$ cat src/rtl/xbar_pkg.sv
package xbar_pkg;

    localparam int CTI_W = 3;
    localparam int BTE_W = 2;

    typedef enum logic {
        ARB_FREE = 1'b0,
        ARB_HELD = 1'b1
    } arb_state_e;

endpackage

$ cat src/rtl/xbar_decode.sv
module xbar_decode #(
    parameter int AW = 32,
    parameter int NT = 4
) (
    input  logic [AW-1:0]    adr,
    input  logic             cyc,
    input  logic             stb,
    input  logic [NT*AW-1:0] base_flat,
    input  logic [NT*AW-1:0] limit_flat,
    output logic [NT-1:0]    hit
);

    logic active;
    assign active = cyc & stb;

    // One comparator pair per window; bounds are inclusive.
    for (genvar t = 0; t < NT; t++) begin : g_win
        logic above_base;
        logic below_limit;
        assign above_base  = (adr >= base_flat[t*AW +: AW]);
        assign below_limit = (adr <= limit_flat[t*AW +: AW]);
        assign hit[t]      = active & above_base & below_limit;
    end

endmodule

$ cat src/rtl/xbar_arbiter.sv
module xbar_arbiter
    import xbar_pkg::*;
#(
    parameter int NI = 2
) (
    input  logic          clk,
    input  logic          rst_n,
    input  logic [NI-1:0] req,
    input  logic [NI-1:0] cyc,
    output logic [NI-1:0] gnt
);

    typedef struct packed {
        arb_state_e    st;
        logic [NI-1:0] gnt;
    } arb_reg_t;

    arb_reg_t state_d;
    arb_reg_t state_q;
    logic     hold_d;

    always_comb begin
        state_d = state_q;
        hold_d  = (state_q.st == ARB_HELD) && (|(state_q.gnt & cyc));
        if (!hold_d) begin
            state_d.st  = ARB_FREE;
            state_d.gnt = '0;
            // Descending scan so the lowest requesting index is kept last.
            for (int i = NI - 1; i >= 0; i--) begin
                if (req[i]) begin
                    state_d.gnt    = '0;
                    state_d.gnt[i] = 1'b1;
                    state_d.st     = ARB_HELD;
                end
            end
        end
    end

    always_ff @(posedge clk or negedge rst_n) begin
        if (!rst_n) begin
            state_q <= '{st: ARB_FREE, gnt: '0};
        end else begin
            state_q <= state_d;
        end
    end

    assign gnt = state_q.gnt;

    AST_GRANT_ONEHOT: assert property (@(posedge clk) disable iff (!rst_n)
        $onehot0(state_q.gnt)) else $error("grant not one-hot");

    AST_LOCK_HOLD: assert property (@(posedge clk) disable iff (!rst_n)
        (|(state_q.gnt & cyc)) |=> $stable(state_q.gnt)) else $error("grant moved while owner active");

    AST_LOWEST_WINS: assert property (@(posedge clk) disable iff (!rst_n)
        !(|(state_q.gnt & cyc)) |=> (state_q.gnt == ($past(req) & (~$past(req) + 1'b1))))
        else $error("free target not given to lowest requester");

endmodule

$ cat src/rtl/xbar_andor.sv
module xbar_andor #(
    parameter int N = 2,
    parameter int W = 8
) (
    input  logic [N-1:0]   sel,
    input  logic [N*W-1:0] din,
    output logic [W-1:0]   dout
);

    // AND-OR selection: all zero when no select bit is set.
    always_comb begin
        dout = '0;
        for (int k = 0; k < N; k++) begin
            if (sel[k]) begin
                dout = dout | din[k*W +: W];
            end
        end
    end

endmodule

$ cat src/rtl/wb_xbar.sv
module wb_xbar
    import xbar_pkg::*;
#(
    parameter int NI   = 2,
    parameter int NT   = 4,
    parameter int AW   = 32,
    parameter int DW   = 32,
    parameter int TGAW = 1,
    parameter int TGDW = 1,
    parameter int TGCW = 1
) (
    input  logic                 clk,
    input  logic                 rst_n,
    input  logic [NT*AW-1:0]     win_base,
    input  logic [NT*AW-1:0]     win_limit,
    input  logic [NI*AW-1:0]     ini_adr,
    input  logic [NI*TGAW-1:0]   ini_tga,
    input  logic [NI*3-1:0]      ini_cti,
    input  logic [NI*2-1:0]      ini_bte,
    input  logic [NI*DW-1:0]     ini_dat_w,
    input  logic [NI*TGDW-1:0]   ini_tgd_w,
    input  logic [NI-1:0]        ini_cyc,
    input  logic [NI*TGCW-1:0]   ini_tgc,
    input  logic [NI*DW/8-1:0]   ini_sel,
    input  logic [NI-1:0]        ini_stb,
    input  logic [NI-1:0]        ini_we,
    output logic [NI*DW-1:0]     ini_dat_r,
    output logic [NI*TGDW-1:0]   ini_tgd_r,
    output logic [NI-1:0]        ini_err,
    output logic [NI-1:0]        ini_ack,
    output logic [NT*AW-1:0]     tgt_adr,
    output logic [NT*TGAW-1:0]   tgt_tga,
    output logic [NT*3-1:0]      tgt_cti,
    output logic [NT*2-1:0]      tgt_bte,
    output logic [NT*DW-1:0]     tgt_dat_w,
    output logic [NT*TGDW-1:0]   tgt_tgd_w,
    output logic [NT-1:0]        tgt_cyc,
    output logic [NT*TGCW-1:0]   tgt_tgc,
    output logic [NT*DW/8-1:0]   tgt_sel,
    output logic [NT-1:0]        tgt_stb,
    output logic [NT-1:0]        tgt_we,
    input  logic [NT*DW-1:0]     tgt_dat_r,
    input  logic [NT*TGDW-1:0]   tgt_tgd_r,
    input  logic [NT-1:0]        tgt_err,
    input  logic [NT-1:0]        tgt_ack
);

    localparam int SW    = DW / 8;
    localparam int REQ_W = AW + TGAW + CTI_W + BTE_W + DW + TGDW + TGCW + SW + 1;
    localparam int RSP_W = DW + TGDW + 2;

    logic [NT-1:0]           hit_ini    [NI];
    logic [NI-1:0]           gnt_tgt    [NT];
    logic [NI-1:0]           own_live   [NT];
    logic [NT-1:0][NI-1:0]   hit_by_tgt;
    logic [NI-1:0][NT-1:0]   route_ini;
    logic [NI*REQ_W-1:0]     req_flat;
    logic [NT*RSP_W-1:0]     rsp_flat;
    logic [REQ_W-1:0]        tgt_rec    [NT];
    logic [RSP_W-1:0]        ini_rec    [NI];

    // Per-initiator decode and request packing.
    for (genvar i = 0; i < NI; i++) begin : g_ini
        xbar_decode #(
            .AW (AW),
            .NT (NT)
        ) u_decode (
            .adr        (ini_adr[i*AW +: AW]),
            .cyc        (ini_cyc[i]),
            .stb        (ini_stb[i]),
            .base_flat  (win_base),
            .limit_flat (win_limit),
            .hit        (hit_ini[i])
        );

        assign req_flat[i*REQ_W +: REQ_W] = {
            ini_adr[i*AW +: AW],
            ini_tga[i*TGAW +: TGAW],
            ini_cti[i*CTI_W +: CTI_W],
            ini_bte[i*BTE_W +: BTE_W],
            ini_dat_w[i*DW +: DW],
            ini_tgd_w[i*TGDW +: TGDW],
            ini_tgc[i*TGCW +: TGCW],
            ini_sel[i*SW +: SW],
            ini_we[i]
        };

        xbar_andor #(
            .N (NT),
            .W (RSP_W)
        ) u_rsp_mux (
            .sel  (route_ini[i]),
            .din  (rsp_flat),
            .dout (ini_rec[i])
        );

        assign {ini_dat_r[i*DW +: DW], ini_tgd_r[i*TGDW +: TGDW], ini_err[i], ini_ack[i]} = ini_rec[i];

        AST_ACK_HAS_SOURCE: assert property (@(posedge clk) disable iff (!rst_n)
            ini_ack[i] |-> (|(tgt_ack & tgt_cyc & tgt_stb))) else $error("ack without active target");
    end

    // Transpose decode results and build the response routes.
    always_comb begin
        for (int t = 0; t < NT; t++) begin
            for (int i = 0; i < NI; i++) begin
                hit_by_tgt[t][i] = hit_ini[i][t];
                route_ini[i][t]  = gnt_tgt[t][i] & hit_ini[i][t];
            end
        end
    end

    // Per-target arbitration and request forwarding.
    for (genvar t = 0; t < NT; t++) begin : g_tgt
        xbar_arbiter #(
            .NI (NI)
        ) u_arb (
            .clk   (clk),
            .rst_n (rst_n),
            .req   (hit_by_tgt[t]),
            .cyc   (ini_cyc),
            .gnt   (gnt_tgt[t])
        );

        assign own_live[t] = gnt_tgt[t] & ini_cyc;

        xbar_andor #(
            .N (NI),
            .W (REQ_W)
        ) u_req_mux (
            .sel  (own_live[t]),
            .din  (req_flat),
            .dout (tgt_rec[t])
        );

        assign {
            tgt_adr[t*AW +: AW],
            tgt_tga[t*TGAW +: TGAW],
            tgt_cti[t*CTI_W +: CTI_W],
            tgt_bte[t*BTE_W +: BTE_W],
            tgt_dat_w[t*DW +: DW],
            tgt_tgd_w[t*TGDW +: TGDW],
            tgt_tgc[t*TGCW +: TGCW],
            tgt_sel[t*SW +: SW],
            tgt_we[t]
        } = tgt_rec[t];

        assign tgt_cyc[t] = |own_live[t];
        assign tgt_stb[t] = |(gnt_tgt[t] & hit_by_tgt[t]);

        assign rsp_flat[t*RSP_W +: RSP_W] = {
            tgt_dat_r[t*DW +: DW],
            tgt_tgd_r[t*TGDW +: TGDW],
            tgt_err[t],
            tgt_ack[t]
        };

        AST_IDLE_TARGET: assert property (@(posedge clk) disable iff (!rst_n)
            !tgt_cyc[t] |-> (!tgt_stb[t] && !tgt_we[t] && tgt_adr[t*AW +: AW] == '0
                             && tgt_sel[t*SW +: SW] == '0 && tgt_dat_w[t*DW +: DW] == '0))
            else $error("idle target sees request fields");

        AST_STB_IN_WINDOW: assert property (@(posedge clk) disable iff (!rst_n)
            tgt_stb[t] |-> (tgt_cyc[t] && tgt_adr[t*AW +: AW] >= win_base[t*AW +: AW]
                            && tgt_adr[t*AW +: AW] <= win_limit[t*AW +: AW]))
            else $error("strobe outside window");
    end

endmodule

$ cat config.mk
export PLATFORM = sky130hd
export DESIGN_NAME = wb_xbar
export DESIGN_NICKNAME = d
export VERILOG_FILES = /design/src/rtl/xbar_pkg.sv /design/src/rtl/xbar_decode.sv /design/src/rtl/xbar_arbiter.sv /design/src/rtl/xbar_andor.sv /design/src/rtl/wb_xbar.sv
export SDC_FILE = /design/constraint.sdc
export NUM_CORES = 1
export LEC_CHECK = 0
export BUFFER_PORTS_ARGS = -buffer_cell sky130_fd_sc_hd__buf_4
export CAP_MARGIN = 20
export CORE_AREA = 3 3 363 365
export CTS_CLUSTER_SIZE = 28
export DETAILED_ROUTE_END_ITERATION = 6
export DIE_AREA = 0 0 366 368
export GPL_TIMING_DRIVEN = 0
export HOLD_SLACK_MARGIN = 0.06
export PLACE_DENSITY = 0.3
export SYNTH_ARGS = -nofsm -noshare
export SYNTH_HDL_FRONTEND = slang
export SYNTH_SLANG_ARGS = --single-unit
export TNS_END_PERCENT = 5
$ cat constraint.sdc
create_clock -name clk -period 7.6 [get_ports clk]
set_input_delay 2.28 -clock clk [delete_from_list [all_inputs] [get_ports clk]]
set_output_delay 2.28 -clock clk [all_outputs]
set_load 0.005 [all_outputs]
==> results of run 1 <==
-- metal layers --
| metal | vias to the layer above | share of wire [%] | track usage (%) |
|---|---|---|---|
| met5 | - | 0.066 | 0 |
| met4 | 16 | 0.78 | 1.912 |
| met3 | 77 | 5.9 | 4.339 |
| met2 | 866 | 44 | 35.93 |
| met1 | 11510 | 49 | 32.55 |
| li1 | 11030 | - | - |
-- registers in the layout, summed over array words and instances, names as in the netlist --
name	count
g_tgt.u_arb.gnt	8
g_tgt.u_arb.state_q	4
-- logic make-up (layout without fill, tap and decap cells) --
kind of cell | count (synthesis) | count (layout) | share of synthesized area [%]
AO/OA/AOI/OAI | 834 | 834 | 36.22
adder cells (fa/ha/maj) | 512 | 512 | 36.14
buffers and inverters | 413 | 1406 | 9.156
flip-flops | 12 | 12 | 1.694
multiplexers | 1 | 1 | 0.06353
other | 0 | 14 | 0
AND/OR/NAND/NOR | 545 | 545 | 16.72
-- what timing repair did --
action,in CTS,in global routing
resized for setup,99,51
endpoints found under the hold margin,0,0
setup buffers,32,3
pin swaps,28,28
endpoints found under the setup margin,74,63
-- area by class of cell --
class                           count  area share, %
Sequential cell                    12          1.059
Tap cell                         1742          7.684
Antenna cell                       14         0.1235
Inverter                          305          4.062
Clock buffer                        3         0.2647
Multi-Input combinational cell   1892          57.82
Timing Repair Buffer              992          26.99
Buffer                            106          1.989
-- worst min-delay path, delay by kind of cell, from the launching register on --
kind	cells	cell delay [ns]
flip-flops	1	0.33
AND/OR/NAND/NOR	2	0.12
-- where the power goes --
part | switching [W] | internal [W]
sequential | 0.00000267 | 0.0000680
combinational | 0.000818 | 0.000588
clock | 0.0000274 | 0.0000686
total | 0.000848 | 0.000724
-- cells in the final DEF, fill, tap and decap left out, types with 36 or more instances in the layout --
cell,netlist,layout
a21o_1,43,43
a21oi_1,181,180
a22o_1,309,309
a22oi_2,29,36
and3_1,37,36
buf_4,0,971
clkbuf_1,86,66
ha_1,512,507
inv_1,305,303
nand2_1,114,112
nand3_1,123,122
nand4_1,89,89
nor2_1,42,37
o211ai_1,45,45
o21ai_0,59,57
-- worst max-delay path by stage --
stage	from	end	slack (ns)	depth (start not counted)
finish	ini_adr[5]	ini_dat_r[16]	-0.06	12
global route	ini_adr[31]	ini_dat_r[16]	-0.11	13
global placement	ini_adr[0]	ini_dat_r[16]	-2.41	12
detailed placement	ini_adr[0]	ini_dat_r[16]	-2.37	12
floorplan	win_limit[45]	ini_dat_r[32]	0.90	10
CTS	ini_adr[32]	ini_dat_r[42]	-0.06	16
-- through the flow --
stage | total power (W) | cell area (µm²) | TNS, ns | instances | util [%]
after floorplan | 0.0006280 | 17720 | 0 | 2317 | -
after CTS | 0.001566 | 28060 | -0.1934 | 5049 | 21.72
final | 0.001572 | 28370 | -0.1636 | 5066 | 21.96
after global placement | 0.001417 | 26970 | -137.95 | 5000 | 20.88
after detailed placement | 0.001421 | 27180 | -114.22 | 5016 | 21.04
after global routing | 0.001723 | 28340 | -1.487 | 5055 | 21.94
==> metrics, run 1 <==
hpwl dp=133700 µm; first-pass GRT wire length=212900 µm; most frequent CP cell=buf_4; Vias per Instance=4.638; period utilization=100.7%; dominant cell type by area after synthesis=ha_1; max incr delay on CP=0.48 ns; synthesized instance count=2317; launch point of the worst reg-to-reg path=g_tgt[0].u_arb.gnt[0]; # DRC=0; hold path start=g_tgt[3].u_arb.state_q[2]; hold_ws=0.4934 ns; synthesis-to-layout area growth=60.04%; Worst Max-Slew Pin Slew=1.093 ns; clk root buf=clkbuf_16; Clk Latency, worst-skew pair=0.24 ns; # IOs=942; syn_area_per_cell=7.650 µm²; number of DRC markers in iteration 0=1497; max_slew headroom=27.16%; WL final=160000 µm; Final Skew=0.0002541 ns; Num CTS Buffers=3; synth top area cells=ha_1 (36%), a22o_1 (15%), inv_1 (6.5%), a21oi_1 (5.1%), nand3_1 (3.5%); clock-pin slew on the worst setup and hold paths=0.04 ns; final number of setup-violating endpoints=4; core box area=129200 µm²; pin count of the biggest net entering global routing=13; ys async rst share=100.0%; slowest cell on the critical path=o211ai_1; GRT overflow=0; FF/Latch Area=300.3 µm²; kind of critical path=input port to primary output; Seq/Total Area, Yosys=1.694%; failing checks=negative setup slack; antenna violations before repair=28; Worst VDD drop=60.85 µV; H-tree depth=1; Buf/Inv on CP=4; I/O Buffers=941; Top delay family on crit path=compound AO/OA/AOI/OAI gates; fmax=0.1306 GHz; CP Capture Type=primary output; Worst Path Required=5.32 ns; Routed Antenna Nets=0; Synth Cell Area=17720 µm²; RR Endpoint=g_tgt[0].u_arb.state_q[2]; final hold viol count=0; Die Y=368 µm; FILL cells=14710; count leader, synth=ha_1; Pre-antenna DRT Iters=5; CTS tree=done; via count=23500; Syn Nets=3385; synthesized flop and latch total=12; Final nets=4380; leakage=14.36 nW; vias in the first global route=24240; # Max-Cap Violations=0; fin crit period=7.656 ns; Synthesis Warnings=0; Post-synth top flop=dfrtp_1; Final Max Tran Viols=0; Max clock buf depth=2; hold depth=2; reg2reg setup slack=5.73 ns; CP Data Arrival Time=5.38 ns; gr usage total=22.59%; Die W=366 µm; Distinct cells, synth=70; Post-synth EDFFs=0; crit-path cells=buf_4 > ha_1 > a21oi_1 > o21ai_0 > a221o_1 > o31a_1 > a31oi_4 > buf_12 > nand3_4 > clkbuf_8 > o211ai_1 > buf_4; setup slack after layout=-0.05642 ns; Hold Path Sink=g_tgt[3].u_arb.state_q[2]; top-area cell type share of the netlist area=36.14%; Die ar.=134700 µm²; row cnt=132; CP Max Fanout=12; outcome=finished, violations left; pwr/cell area=55.41 nW/µm²; # clock sinks=12; Place WS=-2.371 ns; CP startpoint kind=input port; multi-input logic area=16400 µm²; drt wl/cell=31.58 µm; Worst Reg2Reg Path Length in Cells=5; RSZ-0062 raised after global routing=true; Initial Util=13.72%; RePlAce Congestion=0.8735; layout cells sized above 1=34.68%; Post-CTS Hold Fix Bufs=0; top cells by instance count after synthesis=ha_1 (512), a22o_1 (309), inv_1 (305); worst min path class=flop to flop
Note: power is estimated with default switching activity, not from simulation.
==> run 2: changes to the inputs <==
--- a/config.mk
+++ b/config.mk
@@ -7,14 +7,15 @@
 export LEC_CHECK = 0
 export BUFFER_PORTS_ARGS = -buffer_cell sky130_fd_sc_hd__buf_4
 export CAP_MARGIN = 20
-export CORE_AREA = 3 3 363 365
+export CORE_AREA = 3 3 361 363
 export CTS_CLUSTER_SIZE = 28
 export DETAILED_ROUTE_END_ITERATION = 6
-export DIE_AREA = 0 0 366 368
+export DIE_AREA = 0 0 364 366
 export GPL_TIMING_DRIVEN = 0
 export HOLD_SLACK_MARGIN = 0.06
-export PLACE_DENSITY = 0.3
+export PLACE_DENSITY = 0.32
 export SYNTH_ARGS = -nofsm -noshare
 export SYNTH_HDL_FRONTEND = slang
+export SYNTH_HIERARCHICAL = 1
 export SYNTH_SLANG_ARGS = --single-unit
 export TNS_END_PERCENT = 5
==> constraint.sdc (replaced) <==
create_clock -name clk -period 7.6 [get_ports clk]
set_input_delay 1.52 -clock clk [delete_from_list [all_inputs] [get_ports clk]]
set_output_delay 1.52 -clock clk [all_outputs]
set_load 0.005 [all_outputs]
==> run 2 against run 1 <==
The flow now finishes without violations. Global-route usage up 0.28 points. Die area down 1.1%. Critical path depth grew 3. Largest power group unchanged. Utilization is 0.14 points higher. Flip-flop and latch count stayed put. Hold slack better by 0.068 ns. Synthesized cell count grew 8.3%. Sequential share of layout area about the same. Setup slack better by 0.41 ns.
==> metrics, run 2 <==
Post-synth EDFFs=0 (unchanged); drt wl/cell=31.11 µm (was 31.58 µm); antenna violations before repair=39 (was 28); max incr delay on CP=0.85 ns (was 0.48 ns); CP Max Fanout=10 (was 12); leakage=15.58 nW (was 14.36 nW); top-area cell type share of the netlist area=34.07% (was 36.14%); crit-path cells=buf_4 > inv_1 > ha_1 > nor2b_1 > o211ai_1 > a21boi_0 > a211oi_1 > o211ai_1 > a22oi_1 > and2_1 > buf_6 > buf_6 > a22oi_1 > nand2_1 > buf_4 (was buf_4 > ha_1 > a21oi_1 > o21ai_0 > a221o_1 > o31a_1 > a31oi_4 > buf_12 > nand3_4 > clkbuf_8 > o211ai_1 > buf_4); synth top area cells=ha_1 (34%), a22o_1 (15%), inv_1 (10%), a21oi_1 (5.2%), a22oi_2 (4.3%) (was ha_1 (36%), a22o_1 (15%), inv_1 (6.5%), a21oi_1 (5.1%), nand3_1 (3.5%)); vias in the first global route=24030 (was 24240); synthesized flop and latch total=12 (unchanged); number of DRC markers in iteration 0=1191 (was 1497); max_slew headroom=19.18% (was 27.16%); Worst Max-Slew Pin Slew=1.212 ns (was 1.093 ns); Distinct cells, synth=49 (was 70); Pre-antenna DRT Iters=5 (unchanged); Synth Cell Area=18800 µm² (was 17720 µm²); pwr/cell area=55.03 nW/µm² (was 55.41 nW/µm²); fin crit period=7.245 ns (was 7.656 ns); # DRC=0 (unchanged); RSZ-0062 raised after global routing=false (was true); Post-synth top flop=dfrtp_1 (unchanged); Initial Util=14.76% (was 13.72%); clock-pin slew on the worst setup and hold paths=0.05 ns (was 0.04 ns); H-tree depth=1 (unchanged); period utilization=95.33% (was 100.7%); Top delay family on crit path=compound AO/OA/AOI/OAI gates (unchanged); clk root buf=clkbuf_16 (unchanged); WL final=160200 µm (was 160000 µm); Die Y=366 µm (was 368 µm); slowest cell on the critical path=a211oi_1 (was o211ai_1); # IOs=942 (unchanged); core box area=127400 µm² (was 129200 µm²); final hold viol count=0 (unchanged); synthesis-to-layout area growth=49.75% (was 60.04%); CP Data Arrival Time=5.73 ns (was 5.38 ns); Buf/Inv on CP=5 (was 4); worst min path class=flop to flop (unchanged); CP startpoint kind=input port (unchanged); Die W=364 µm (was 366 µm); top cells by instance count after synthesis=ha_1 (512), inv_1 (512), a22o_1 (320) (was ha_1 (512), a22o_1 (309), inv_1 (305)); Seq/Total Area, Yosys=1.597% (was 1.694%); Routed Antenna Nets=0 (unchanged); FILL cells=14590 (was 14710); kind of critical path=input port to primary output (unchanged); fmax=0.1380 GHz (was 0.1306 GHz); outcome=finished clean (was finished, violations left); dominant cell type by area after synthesis=ha_1 (unchanged); CTS tree=done (unchanged); via count=23370 (was 23500); Vias per Instance=4.538 (was 4.638); Num CTS Buffers=3 (unchanged); Final Non-Filler Cells=5150 (was 5066); gr usage total=22.87% (was 22.59%); Syn Nets=3578 (was 3385); first-pass GRT wire length=210000 µm (was 212900 µm); Worst Path Required=6.08 ns (was 5.32 ns); layout cells sized above 1=32.95% (was 34.68%); # Max-Cap Violations=0 (unchanged); row cnt=131 (was 132); GRT overflow=0 (unchanged); # clock sinks=12 (unchanged); most common cell after layout, fill and taps aside=buf_4 (unchanged); Synthesis Warnings=6 (was 0); I/O Buffers=941 (unchanged); Final nets=4532 (was 4380); synthesized instance count=2510 (was 2317); hold_ws=0.5609 ns (was 0.4934 ns); post-CTS setup buffer count=0 (was 32); dpl cells=5120 (was 5016); ys async rst share=100.0% (unchanged); most frequent cells in the layout=buf_4 (950), inv_1 (512), ha_1 (512), a22o_1 (320), nand2_1 (212) (was buf_4 (971), ha_1 (507), a22o_1 (309), inv_1 (303), a21oi_1 (180)); Max clock buf depth=2 (unchanged); hpwl dp=138400 µm (was 133700 µm); Die ar.=133200 µm² (was 134700 µm²); multi-input logic area=15550 µm² (was 16400 µm²); pin count of the biggest net entering global routing=26 (was 13); FF/Latch Area=300.3 µm² (unchanged); Final Max Tran Viols=0 (unchanged); Final Skew=0.005117 ns (was 0.0002541 ns); max reg flops=8 (unchanged); RePlAce Congestion=0.8757 (was 0.8735); Worst VDD drop=73.89 µV (was 60.85 µV); final number of setup-violating endpoints=0 (was 4); Clk Latency, worst-skew pair=0.25 ns (was 0.24 ns); syn_area_per_cell=7.490 µm² (was 7.650 µm²); CP Capture Type=primary output (unchanged)
## run 2: cell types whose count changed after synthesis, moves of 37 or more
| cell | delta |
|---|---|
| clkbuf_1 | -86 |
| buf_6 | +49 |
| a22oi_1 | +37 |
| nand3_1 | -73 |
| nand2_1 | +98 |
| inv_1 | +207 |
## run 2: logic make-up (layout without fill, tap and decap cells)
group           count (synthesis)  count (layout)  synth area share, %
flops                          12              12                1.597
simple gates                  488             488                12.50
compound gates                874             874                36.11
buf+inv                       624            1577                15.72
other cells                     0              25                    0
fa+ha+maj                     512             512                34.07
## run 2: layout make-up
| cell class | count | share of cell area (%) |
|---|---|---|
| timing repair buffer | 949 | 25.29 |
| tap | 1662 | 7.386 |
| inverter | 512 | 6.826 |
| clock buffer | 4 | 0.3155 |
| multi-input combinational | 1874 | 55.22 |
| antenna | 25 | 0.2222 |
| buffer | 112 | 3.671 |
| sequential | 12 | 1.067 |
## run 2: power breakdown
part           internal [W]  switching [W]   total, W
Combinational      0.000581       0.000783    0.00136
Clock             0.0000798      0.0000318   0.000112
Sequential        0.0000681     0.00000530  0.0000734
## run 2: final timing paths
kind / startpoint / endpoint / slack [ns] / depth (start not counted)
max: ini_adr[0] / ini_dat_r[29] / 0.35 / 15
max in group asynchronous: rst_n / g_tgt[1].u_arb/gnt[1] / 6.30 / 1
max reg2reg: g_tgt[3].u_arb/gnt[1] / g_tgt[3].u_arb/state_q[2] / 6.52 / 2
min in group asynchronous: rst_n / g_tgt[3].u_arb/gnt[0] / 1.12 / 1
min reg2reg: g_tgt[1].u_arb/state_q[2] / g_tgt[1].u_arb/state_q[2] / 0.56 / 1
min: g_tgt[1].u_arb/state_q[2] / g_tgt[1].u_arb/state_q[2] / 0.56 / 1
## run 2: what timing repair did
item	CTS	global route
setup endpoints to repair	1	0
hold buffers	0	0
gates resized for setup	1	0
## run 2: per-layer routing
layer	wire length, µm	global-route usage, %	vias up
li1	-	-	11180
met1	62310	25.28	11240
met2	80380	41.46	759
met3	7510	3.871	186
met4	9925	12.04	12
met5	91	0	-
## run 2: metrics by stage
stage                     setup slack, ns  cell area (µm²)  utilization, %   TNS, ns  total power (W)
after detailed placement         -0.03066            27990           21.98  -0.03066         0.001458
after CTS                          0.1086            28080           22.05         0         0.001577
after floorplan                     2.269            18800               -         0        0.0006395
after global routing              0.06738            28130           22.09         0         0.001709
after global placement           -0.08955            27940           21.94   -0.1821         0.001449
final                              0.3546            28150           22.11         0         0.001549
==> run 3: changes to the inputs <==
--- a/config.mk
+++ b/config.mk
@@ -5,15 +5,16 @@
 export SDC_FILE = /design/constraint.sdc
 export NUM_CORES = 1
 export LEC_CHECK = 0
+export ABC_AREA = 1
 export BUFFER_PORTS_ARGS = -buffer_cell sky130_fd_sc_hd__buf_4
 export CAP_MARGIN = 20
-export CORE_AREA = 3 3 361 363
+export CORE_AREA = 3 3 365 367
 export CTS_CLUSTER_SIZE = 28
 export DETAILED_ROUTE_END_ITERATION = 6
-export DIE_AREA = 0 0 364 366
+export DIE_AREA = 0 0 368 370
 export GPL_TIMING_DRIVEN = 0
 export HOLD_SLACK_MARGIN = 0.06
-export PLACE_DENSITY = 0.32
+export PLACE_DENSITY = 0.33
 export SYNTH_ARGS = -nofsm -noshare
 export SYNTH_HDL_FRONTEND = slang
 export SYNTH_HIERARCHICAL = 1
==> run 3 against run 2 <==
Non-clock buffer count fell by 8. Combinational power shrank 3%. Global-route usage fell by 3.3 points. Clock power shrank 4%. Setup slack improved by 0.82 ns. Utilization increased by 1.7 points. Cell area increased by 9.8%. Via count up 15%. Count of clock-buffer cells in the layout stayed put. First-iteration DRC count up 1.3%. Wire length decreased by 13%. Largest cell class unchanged.
==> metrics, run 3 <==
max incr delay on CP=0.44 ns (was 0.85 ns); Initial Util=16.60% (was 14.76%); top cells by instance count after synthesis=nand2_1 (1926), inv_1 (778), ha_1 (512) (was ha_1 (512), inv_1 (512), a22o_1 (320)); Die ar.=136200 µm² (was 133200 µm²); worst min path class=flop to flop (unchanged); setup TNS=0 ns (unchanged); antenna violations before repair=28 (was 39); most frequent cells in the layout=nand2_1 (1926), buf_4 (953), inv_1 (778), ha_1 (512), a21oi_1 (228) (was buf_4 (950), inv_1 (512), ha_1 (512), a22o_1 (320), nand2_1 (212)); Post-synth EDFFs=0 (unchanged); Final Non-Filler Cells=6735 (was 5150); # IOs=942 (unchanged); wire length on met3=6472 µm (was 7510 µm); most frequent CP cell=nand2_1; Final nets=6048 (was 4532); post-CTS resize count=0 (was 1); clock-pin slew on the worst setup and hold paths=0.04 ns (was 0.05 ns); wl on met1=61460 µm (was 62310 µm); pin count of the biggest net entering global routing=13 (was 26); fin crit period=6.426 ns (was 7.245 ns); dpl cells=6717 (was 5120); fmax=0.1556 GHz (was 0.1380 GHz); period utilization=84.55% (was 95.33%); pwr/cell area=48.50 nW/µm² (was 55.03 nW/µm²); synthesized flop and latch total=12 (unchanged); clk root buf=clkbuf_16 (unchanged); GRT overflow=0 (unchanged); RSZ-0062 raised after global routing=false (unchanged); Syn Nets=5102 (was 3578); H-tree depth=1 (unchanged); Post-synth top flop=dfrtp_1 (unchanged); Worst VDD drop=63.93 µV (was 73.89 µV); Num CTS Buffers=3 (unchanged); # Max-Cap Violations=0 (unchanged); synthesis-to-layout area growth=43.47% (was 49.75%); core box area=129800 µm² (was 127400 µm²); Clk Latency, worst-skew pair=0.24 ns (was 0.25 ns); setup slack after layout=1.174 ns (was 0.3546 ns); CP Data Arrival Time=4.91 ns (was 5.73 ns); dominant cell type by area after synthesis=nand2_1 (was ha_1); via count=26900 (was 23370); Place WS=1.005 ns (was -0.03066 ns); syn_area_per_cell=5.342 µm² (was 7.490 µm²); Worst Path Required=6.08 ns (about the same); Seq/Total Area, Yosys=1.393% (was 1.597%); leakage=19.98 nW (was 15.58 nW); Synthesis Warnings=6 (unchanged); Final Power=0.001499 W (was 0.001549 W); # DRC=0 (unchanged); Die Y=370 µm (was 366 µm); kind of critical path=input port to primary output (unchanged); outcome=finished clean (unchanged); WL final=139600 µm (was 160200 µm); I/O Buffers=941 (unchanged); met2 routed WL=69540 µm (was 80380 µm); ys async rst share=100.0% (unchanged); count leader, synth=nand2_1; top routing layer used=met5 (unchanged); slowest cell on the critical path=inv_1 (was a211oi_1); Final Skew=0.003468 ns (was 0.005117 ns); post-CTS setup buffer count=0 (unchanged); Post-CTS Hold Fix Bufs=0 (unchanged); Vias per Instance=3.994 (was 4.538); hpwl dp=118100 µm (was 138400 µm); final number of setup-violating endpoints=0 (unchanged); synth top area cells=nand2_1 (34%), ha_1 (30%), inv_1 (14%), a21oi_1 (5.3%), nand2_2 (3.1%) (was ha_1 (34%), a22o_1 (15%), inv_1 (10%), a21oi_1 (5.2%), a22oi_2 (4.3%)); max reg flops=8 (unchanged); Final Max Tran Viols=0 (unchanged); first-pass GRT wire length=193900 µm (was 210000 µm); Routed Antenna Nets=0 (unchanged); CP Capture Type=primary output (unchanged); Die W=368 µm (was 364 µm); # clock sinks=12 (unchanged); layout cells sized above 1=24.04% (was 32.95%); row cnt=132 (was 131); Synth Cell Area=21550 µm² (was 18800 µm²); Max clock buf depth=2 (unchanged); RePlAce Congestion=0.8573 (was 0.8757); top-area cell type share of the netlist area=33.55% (was 34.07%); most common cell after layout, fill and taps aside=nand2_1 (was buf_4); Distinct cells, synth=23 (was 49); max_slew headroom=60.69% (was 19.18%); Pre-antenna DRT Iters=6 (was 5); Top delay family on crit path=simple AND/OR/NAND/NOR gates (was compound AO/OA/AOI/OAI gates); crit-path cells=buf_4 > inv_1 > ha_1 > nand2_1 > nor2_1 > and2_1 > nor2_1 > nand2_1 > nand2_1 > nand2_1 > nand2_1 > nand2_1 > nand2_1 > nor2_1 > nand2_1 > inv_1 > buf_4 > buf_6 > nand2_1 > nand2_1 > inv_1 > nand2_1 > buf_4 (was buf_4 > inv_1 > ha_1 > nor2b_1 > o211ai_1 > a21boi_0 > a211oi_1 > o211ai_1 > a22oi_1 > and2_1 > buf_6 > buf_6 > a22oi_1 > nand2_1 > buf_4); Worst Max-Slew Pin Slew=0.5890 ns (was 1.212 ns); Buf/Inv on CP=7 (was 5); CTS tree=done (unchanged); number of DRC markers in iteration 0=1206 (was 1191); vias in the first global route=26910 (was 24030); drt wl/cell=20.73 µm (was 31.11 µm); synthesized instance count=4034 (was 2510); gr usage total=19.53% (was 22.87%); final hold viol count=0 (unchanged); CP Max Fanout=10 (unchanged); CP startpoint kind=input port (unchanged)
==> run 3: cell count changes after synthesis, moves of 38 or more <==
cell | before | now
a22oi_2 | 64 | 0
nand2_2 | 0 | 108
nand4_1 | 72 | 34
a22oi_1 | 78 | 0
nand2_1 | 212 | 1926
inv_1 | 512 | 778
nor2_1 | 54 | 160
a22o_1 | 320 | 0
==> run 3: layout make-up <==
cell class | instances | area, µm²
well taps | 1742 | 2180
plain buffers | 112 | 1061
multi-input cells | 3124 | 17240
inverters | 786 | 2950
repair buffers | 941 | 7064
fillers | 15350 | 98900
clock buffers | 4 | 88.84
flip-flops and latches | 12 | 300.3
diodes | 14 | 35.03
==> run 3: cell families (layout without fill, tap and decap cells) <==
| logic type | Yosys count | in the layout | synth area share [%] |
|---|---|---|---|
| other | 0 | 14 | 0 |
| buffers and inverters | 898 | 1843 | 18.61 |
| DFF | 12 | 12 | 1.393 |
| and+or+nand+nor | 2304 | 2304 | 42.60 |
| AOI/OAI and AO/OA | 308 | 308 | 7.664 |
| adders and majority gates | 512 | 512 | 29.73 |
==> run 3: worst reg2reg max path: cells and delay by family, from the launching register on <==
family	cells	cell delay (ns)
simple gates	5	0.33
flops	1	0.38
==> run 3: power breakdown <==
group,internal [W],switching (W)
Sequential,0.0000680,0.00000348
Clock,0.0000795,0.0000284
Combinational,0.000558,0.000762
==> run 3: final timing paths <==
| kind | start | end | slack [ns] | cells past startpoint |
|---|---|---|---|---|
| min in group asynchronous | rst_n | g_tgt[1].u_arb/state_q[2] | 1.13 | 1 |
| hold reg to reg | g_tgt[2].u_arb/gnt[1] | g_tgt[2].u_arb/gnt[1] | 0.54 | 2 |
| hold / removal | g_tgt[2].u_arb/gnt[1] | g_tgt[2].u_arb/gnt[1] | 0.54 | 2 |
| setup / recovery | ini_adr[32] | ini_dat_r[59] | 1.17 | 23 |
| setup reg to reg | g_tgt[3].u_arb/gnt[0] | g_tgt[3].u_arb/gnt[1] | 6.78 | 5 |
| max in group asynchronous | rst_n | g_tgt[3].u_arb/gnt[1] | 6.30 | 1 |
==> run 3: metrics by stage <==
stage / cell area (µm²) / hold slack (ns) / util [%]
floorplan: 21550 / 0.4978 / -
global placement: 30790 / 0.5360 / 23.72
detailed placement: 30790 / 0.5260 / 23.72
CTS: 30880 / 0.5407 / 23.79
global route: 30910 / 0.5644 / 23.81
finish: 30920 / 0.5384 / 23.82
==> run 3: routing by layer <==
layer	up-vias	global-route usage (%)
li1	14100	-
met1	12010	24.45
met2	697	35.94
met3	82	2.750
met4	8	2.745
met5	-	0
